===== config.mk =====
export PLATFORM = sky130hd
export DESIGN_NAME = uart_fifo_test_ctrl
export DESIGN_NICKNAME = d
export VERILOG_FILES = /design/src/rtl/uft_pkg.sv /design/src/rtl/uft_fifo.sv /design/src/rtl/uft_regs.sv /design/src/rtl/uft_steer.sv /design/src/rtl/uart_fifo_test_ctrl.sv
export SDC_FILE = /design/constraint.sdc
export NUM_CORES = 1
export LEC_CHECK = 0
export BUFFER_PORTS_ARGS = -buffer_cell sky130_fd_sc_hd__buf_2
export CAP_MARGIN = 5
export CORE_MARGIN = 4
export CORE_UTILIZATION = 30
export CTS_BUF_LIST = sky130_fd_sc_hd__clkbuf_8
export DETAILED_ROUTE_END_ITERATION = 16
export GPL_ROUTABILITY_DRIVEN = 1
export PLACE_DENSITY = 0.5
export SKIP_CTS_REPAIR_TIMING = 1
export SLEW_MARGIN = 20
export SYNTH_ARGS = -nofsm -noshare
export SYNTH_HDL_FRONTEND = slang
export SYNTH_SLANG_ARGS = --single-unit

===== constraint.sdc =====
create_clock -name clk -period 4.2 [get_ports clk]
set_input_delay 0.42 -clock clk [delete_from_list [all_inputs] [get_ports clk]]
set_output_delay 0.42 -clock clk [all_outputs]
set_load 0.005 [all_outputs]

===== src/rtl/uft_pkg.sv =====
`timescale 1ns/1ps
package uft_pkg;
    localparam int unsigned UFT_ADDR_W = 12;
    localparam int unsigned UFT_BUS_W  = 32;
    localparam int unsigned UFT_CTRL_W = 3;

    localparam logic [UFT_ADDR_W-1:0] UFT_OFS_CTRL  = 12'h080;
    localparam logic [UFT_ADDR_W-1:0] UFT_OFS_ITIN  = 12'h084;
    localparam logic [UFT_ADDR_W-1:0] UFT_OFS_TDATA = 12'h08C;

    // bit 0 = test enable, bit 1 = direct FIFO access, bit 2 = IR full duplex
    typedef struct packed {
        logic sir_fd;
        logic fifo_access;
        logic test_mode;
    } uft_ctrl_t;

    typedef enum logic [1:0] {
        UFT_SEL_NONE,
        UFT_SEL_CTRL,
        UFT_SEL_TDATA,
        UFT_SEL_ZERO
    } uft_sel_e;

    function automatic uft_sel_e uft_decode(input logic sel, input logic [UFT_ADDR_W-1:0] a);
        if (!sel)                return UFT_SEL_NONE;
        if (a == UFT_OFS_CTRL)   return UFT_SEL_CTRL;
        if (a == UFT_OFS_TDATA)  return UFT_SEL_TDATA;
        return UFT_SEL_ZERO;
    endfunction

    // receiver on when full duplex is chosen, or when the IR transmitter is idle
    // and loopback is not requested
    function automatic logic uft_rx_gate(input logic sir_fd, input logic tx_act, input logic lbe);
        return sir_fd | (~tx_act & ~lbe);
    endfunction
endpackage


===== src/rtl/uft_fifo.sv =====
`timescale 1ns/1ps
module uft_fifo #(
    parameter int unsigned W     = 8,
    parameter int unsigned DEPTH = 16,
    parameter int unsigned AW    = $clog2(DEPTH),
    parameter int unsigned LW    = $clog2(DEPTH + 1)
) (
    input  logic          clk,
    input  logic          rst,
    input  logic          push,
    input  logic [W-1:0]  wdata,
    input  logic          pop,
    output logic [W-1:0]  rdata,
    output logic          full,
    output logic          empty,
    output logic [LW-1:0] level
);
    logic [W-1:0]  mem [DEPTH];
    logic [AW-1:0] wp, rp;
    logic [LW-1:0] cnt;
    logic          do_push, do_pop;

    assign full    = (cnt == LW'(DEPTH));
    assign empty   = (cnt == '0);
    assign do_push = push & ~full;
    assign do_pop  = pop & ~empty;
    assign level   = cnt;
    assign rdata   = mem[rp];

    always_ff @(posedge clk) begin
        if (do_push) mem[wp] <= wdata;
    end

    always_ff @(posedge clk) begin
        if (rst) begin
            wp  <= '0;
            rp  <= '0;
            cnt <= '0;
        end else begin
            if (do_push) wp <= (wp == AW'(DEPTH - 1)) ? '0 : wp + AW'(1);
            if (do_pop)  rp <= (rp == AW'(DEPTH - 1)) ? '0 : rp + AW'(1);
            cnt <= cnt + LW'(do_push) - LW'(do_pop);
        end
    end
endmodule


===== src/rtl/uft_regs.sv =====
`timescale 1ns/1ps
module uft_regs
    import uft_pkg::*;
#(
    parameter int unsigned DATA_W = 8
) (
    input  logic                  clk,
    input  logic                  rst,
    input  logic                  bus_sel,
    input  logic                  bus_wr,
    input  logic [UFT_ADDR_W-1:0] bus_addr,
    input  logic [DATA_W-1:0]     bus_wdata,
    output logic [UFT_BUS_W-1:0]  bus_rdata,
    input  logic                  tx_empty,
    input  logic [DATA_W-1:0]     tx_head,
    input  logic                  rx_full,
    output uft_ctrl_t             ctrl,
    output logic                  test_push,
    output logic                  test_pop,
    output logic                  overrun
);
    uft_sel_e sel;
    logic     tdata_wr, tdata_rd;

    assign sel       = uft_decode(bus_sel, bus_addr);
    assign tdata_wr  = (sel == UFT_SEL_TDATA) & bus_wr & ctrl.fifo_access;
    assign tdata_rd  = (sel == UFT_SEL_TDATA) & ~bus_wr & ctrl.fifo_access;
    assign test_push = tdata_wr & ~rx_full;
    assign test_pop  = tdata_rd & ~tx_empty;

    always_ff @(posedge clk) begin
        if (rst) begin
            ctrl    <= '0;
            overrun <= 1'b0;
        end else begin
            if (sel == UFT_SEL_CTRL && bus_wr) ctrl <= uft_ctrl_t'(bus_wdata[UFT_CTRL_W-1:0]);
            if (tdata_wr && rx_full) overrun <= 1'b1;
        end
    end

    always_comb begin
        bus_rdata = '0;
        if (!bus_wr) begin
            case (sel)
                UFT_SEL_CTRL:  bus_rdata[UFT_CTRL_W-1:0] = ctrl;
                UFT_SEL_TDATA: if (test_pop) bus_rdata[DATA_W-1:0] = tx_head;
                default:       bus_rdata = '0;
            endcase
        end
    end
endmodule


===== src/rtl/uft_steer.sv =====
`timescale 1ns/1ps
module uft_steer #(
    parameter int unsigned DATA_W = 8
) (
    input  logic              fifo_access,
    input  logic              test_push,
    input  logic [DATA_W-1:0] test_byte,
    input  logic              test_pop,
    input  logic              eng_rx_push,
    input  logic [DATA_W-1:0] eng_rx_data,
    input  logic              eng_tx_pop,
    output logic              rx_push,
    output logic [DATA_W-1:0] rx_wdata,
    output logic              tx_pop
);
    always_comb begin
        if (fifo_access) begin
            rx_push  = test_push;
            rx_wdata = test_byte;
            tx_pop   = test_pop;
        end else begin
            rx_push  = eng_rx_push;
            rx_wdata = eng_rx_data;
            tx_pop   = eng_tx_pop;
        end
    end
endmodule


===== src/rtl/uart_fifo_test_ctrl.sv =====
`timescale 1ns/1ps
module uart_fifo_test_ctrl
    import uft_pkg::*;
#(
    parameter int unsigned DATA_W = 8,
    parameter int unsigned DEPTH  = 16,
    localparam int unsigned LVL_W = $clog2(DEPTH + 1)
) (
    input  logic                  clk,
    input  logic                  rst,
    input  logic                  bus_sel,
    input  logic                  bus_wr,
    input  logic [UFT_ADDR_W-1:0] bus_addr,
    input  logic [DATA_W-1:0]     bus_wdata,
    output logic [UFT_BUS_W-1:0]  bus_rdata,
    input  logic                  host_tx_wr,
    input  logic [DATA_W-1:0]     host_tx_data,
    input  logic                  host_rx_rd,
    output logic [DATA_W-1:0]     host_rx_data,
    input  logic                  eng_tx_pop,
    output logic [DATA_W-1:0]     eng_tx_data,
    input  logic                  eng_rx_push,
    input  logic [DATA_W-1:0]     eng_rx_data,
    input  logic                  sir_tx_active,
    input  logic                  loopback_en,
    output logic                  rx_enable,
    output logic                  test_mode,
    output logic                  test_overrun,
    output logic                  tx_full,
    output logic                  tx_empty,
    output logic [LVL_W-1:0]      tx_level,
    output logic                  rx_full,
    output logic                  rx_empty,
    output logic [LVL_W-1:0]      rx_level
);
    uft_ctrl_t         ctrl_q;
    logic              test_push, test_pop;
    logic              rx_push, tx_pop;
    logic [DATA_W-1:0] rx_wdata, tx_head;
    logic              fifo_access_en, sir_fd_en;

    assign fifo_access_en = ctrl_q.fifo_access;
    assign sir_fd_en      = ctrl_q.sir_fd;
    assign test_mode      = ctrl_q.test_mode;
    assign rx_enable      = uft_rx_gate(sir_fd_en, sir_tx_active, loopback_en);
    assign eng_tx_data    = tx_head;

    uft_regs #(.DATA_W(DATA_W)) u_regs (
        .clk       (clk),
        .rst       (rst),
        .bus_sel   (bus_sel),
        .bus_wr    (bus_wr),
        .bus_addr  (bus_addr),
        .bus_wdata (bus_wdata),
        .bus_rdata (bus_rdata),
        .tx_empty  (tx_empty),
        .tx_head   (tx_head),
        .rx_full   (rx_full),
        .ctrl      (ctrl_q),
        .test_push (test_push),
        .test_pop  (test_pop),
        .overrun   (test_overrun)
    );

    uft_steer #(.DATA_W(DATA_W)) u_steer (
        .fifo_access (fifo_access_en),
        .test_push   (test_push),
        .test_byte   (bus_wdata),
        .test_pop    (test_pop),
        .eng_rx_push (eng_rx_push),
        .eng_rx_data (eng_rx_data),
        .eng_tx_pop  (eng_tx_pop),
        .rx_push     (rx_push),
        .rx_wdata    (rx_wdata),
        .tx_pop      (tx_pop)
    );

    uft_fifo #(.W(DATA_W), .DEPTH(DEPTH)) u_tx_fifo (
        .clk   (clk),
        .rst   (rst),
        .push  (host_tx_wr),
        .wdata (host_tx_data),
        .pop   (tx_pop),
        .rdata (tx_head),
        .full  (tx_full),
        .empty (tx_empty),
        .level (tx_level)
    );

    uft_fifo #(.W(DATA_W), .DEPTH(DEPTH)) u_rx_fifo (
        .clk   (clk),
        .rst   (rst),
        .push  (rx_push),
        .wdata (rx_wdata),
        .pop   (host_rx_rd),
        .rdata (host_rx_data),
        .full  (rx_full),
        .empty (rx_empty),
        .level (rx_level)
    );
endmodule


==> impl_metrics.env <==
export IMPL_status="completed"
export IMPL_syn_inst=686
export IMPL_endpoint_kind="primary output"
export IMPL_cp_arrival_ns=3.17
export IMPL_track_usage_pct=13.2
export IMPL_yosys_warnings=0
export IMPL_async_flop_share_pct=0
export IMPL_yosys_register_bits=294
export IMPL_yosys_top_cells_area="edfxtp_1, mux4_2, dfxtp_1"
export IMPL_initial_core_util_pct=30.6
export IMPL_routedLengthMet1_mm=12.8
export IMPL_num_io_pins=111
export IMPL_insertion_delay_ns=0.61
export IMPL_grt_pass1_wl_mm=43.6
export IMPL_grt_pass1_vias=6639
export IMPL_cap_violations=0
export IMPL_vias_per_cell=4.63
export IMPL_crit_fanout=15
export IMPL_synth_most_common_cell="edfxtp_1"
export IMPL_grt_ovfl_total=0
export IMPL_finClkSkew_ns=0.0142
export IMPL_dr_max_layer_used="met4"
export IMPL_rows=73
export IMPL_ant_nets=0
export IMPL_antenna_found_initial=2
export IMPL_total_power_w=0.00719
export IMPL_post_dp_hpwl_mm=19.1
export IMPL_area_growth_pct=15.9
export IMPL_fin_crit_ns=3.59
export IMPL_drt_iter0_markers=412
export IMPL_critPathMaxStageDelay_ns=0.96
export IMPL_cpMaxStageDelayCell="dfxtp_1"
export IMPL_place_congestion=0.720
export IMPL_rsz0062_at_grt="false"
export IMPL_hold_violations=0
export IMPL_syn_cell_area_um2=12300
export IMPL_min_path_type="primary input to register"
export IMPL_root_buffer="clkbuf_8"
export IMPL_worst_pin_slew_ns=1.04
export IMPL_seq_area_frac_synth_pct=68.8
export IMPL_cts_made_buffers=51
export IMPL_crit_chain="mux4_1 > mux4_2 > inv_1 > o2bb2ai_1 > buf_2"
export IMPL_ys_flop_type="edfxtp_1"
export IMPL_instances_no_fill=1387
export IMPL_power_leakage_nw=4.96
export IMPL_htreeDepth=2
export IMPL_fillers=3813
export IMPL_synth_common_cells="edfxtp_1, mux4_2, dfxtp_1"
export IMPL_dpl_worst_slack_ns=0.831
export IMPL_synth_edff_count=256
export IMPL_yosysUniqueCellTypes=62
export IMPL_rr_worst_depth=15
export IMPL_worstHoldPathCells=3
export IMPL_drc=0
export IMPL_critical_path_required_ns=3.78
export IMPL_fin_nets=890
export IMPL_route_met3_wl_mm=1.98
export IMPL_die_w_um=210
export IMPL_p_per_area_nw_per_um2=505
export IMPL_path_class="register to primary output"
export IMPL_holdWs_ns=0.122
export IMPL_die_h_um=210
export IMPL_clock_path_buffers=3
export IMPL_dieArea_um2=44200
export IMPL_yosysTopAreaCell="edfxtp_1"
export IMPL_setup_ws_ns=0.607
export IMPL_setup_tns_ns=0
export IMPL_layout_drive_gt1_share_pct=30.7
export IMPL_syn_area_per_cell_um2=17.9
export IMPL_clkTransAtPathRegs_ns=0.06
export IMPL_routed_wl_met2_mm=14.4
export IMPL_fmax_mhz=278
export IMPL_wl_per_cell_um=21.4
export IMPL_grt_max_degree=34
export IMPL_slew_viol_final=0
export IMPL_first_pass_iters=5
export IMPL_cts_tree="built"
export IMPL_synth_top_cell_area_share_pct=62.6
export IMPL_worstSetupStartpointType="register"
export IMPL_coreArea_um2=40100
export IMPL_dp_cells=1292
export IMPL_wl_mm=29.7
export IMPL_finalSetupViolCount=0
export IMPL_post_route_period_util_pct=85.5
export IMPL_io_buffer_count=86
export IMPL_peakVddDrop_mv=0.199
export IMPL_clock_sinks=294
export IMPL_num_vias=6425
export IMPL_slew_headroom_pct=30.3
## stage by stage
| stage | utilization (%) | cell area [um^2] |
|---|---|---|
| floorplan | - | 12400 |
| global route | 35.5 | 14200 |
| global placement | 33.2 | 13300 |
| CTS | 35.5 | 14200 |
| detailed placement | 33.2 | 13300 |
| finish | 35.5 | 14200 |
## cell usage in the layout (no fill, tap or decap), drive strengths merged, types with 10 or more instances in the layout
master	Yosys	final
inv	29	45
a22oi	10	10
conb	1	24
mux4	75	75
clkinv	0	24
clkbuf	16	51
and3	16	16
mux2	10	10
buf	36	110
ha	22	22
edfxtp	256	256
dfxtp	38	38
nor2	33	33
nand2	18	18
a21oi	20	20
## layer usage
metal / global-route usage, % / vias up
li1: - / 2981
met1: 17.8 / 3253
met2: 21.5 / 153
met3: 3.66 / 38
met4: 3.33 / 0
met5: 0 / -
## cell type report
type,instances,area (um^2),share of cell area [%]
Antenna cell,1,2.50,0.0176
Clock buffer,51,702,4.93
Clock inverter,43,208,1.46
Inverter,29,109,0.764
Multi-Input combinational cell,334,3500,24.6
Sequential cell,294,8450,59.3
Tap cell,525,657,4.61
Timing Repair Buffer,110,611,4.29
## flip-flops by register name (all words and copies together) (netlist names), named ones only
name,flops
u_rx_fifo.mem,128
u_tx_fifo.rp,4
u_regs.ctrl,3
u_tx_fifo.mem,128
u_rx_fifo.level,5
u_tx_fifo.level,5
u_tx_fifo.wp,4
u_regs.overrun,1
u_rx_fifo.rp,4
u_rx_fifo.wp,4
## worst max-delay path: cells and delay by family (launching register included)
family	cells	cell delay, ns
muxes	2	1.21
DFF	1	0.96
buffers and inverters	2	0.29
AOI/OAI and AO/OA	1	0.11
## cells by family (layout without fill, tap and decap cells)
| kind of cell | Yosys count | count (layout) | share of synthesized area (%) |
|---|---|---|---|
| XOR/XNOR | 8 | 8 | 0.570 |
| adder cells (fa/ha/maj) | 24 | 24 | 2.57 |
| AO/OA/AOI/OAI | 64 | 64 | 3.52 |
| multiplexers | 93 | 93 | 15.6 |
| other | 1 | 25 | 0.0305 |
| flip-flops | 294 | 294 | 68.8 |
| AND/OR/NAND/NOR | 121 | 121 | 5.48 |
| buffers and inverters | 81 | 233 | 3.43 |
## where the power goes
part	switching [W]	internal (W)
logic	0.000724	0.000697
registers	0.000114	0.00331
clock network	0.00119	0.00115
total	0.00203	0.00516
## path summary, 6_finish.rpt
kind | startpoint | end | slack (ns)
setup reg to reg | u_tx_fifo.level[2] | u_tx_fifo.level[4] | 1.01
hold / removal | bus_wdata[2] | u_regs.ctrl[2] | 0.12
setup / recovery | register | bus_rdata[2] | 0.61
hold reg to reg | u_regs.overrun | u_regs.overrun | 0.48
Note: power is estimated with default switching activity, not from simulation.
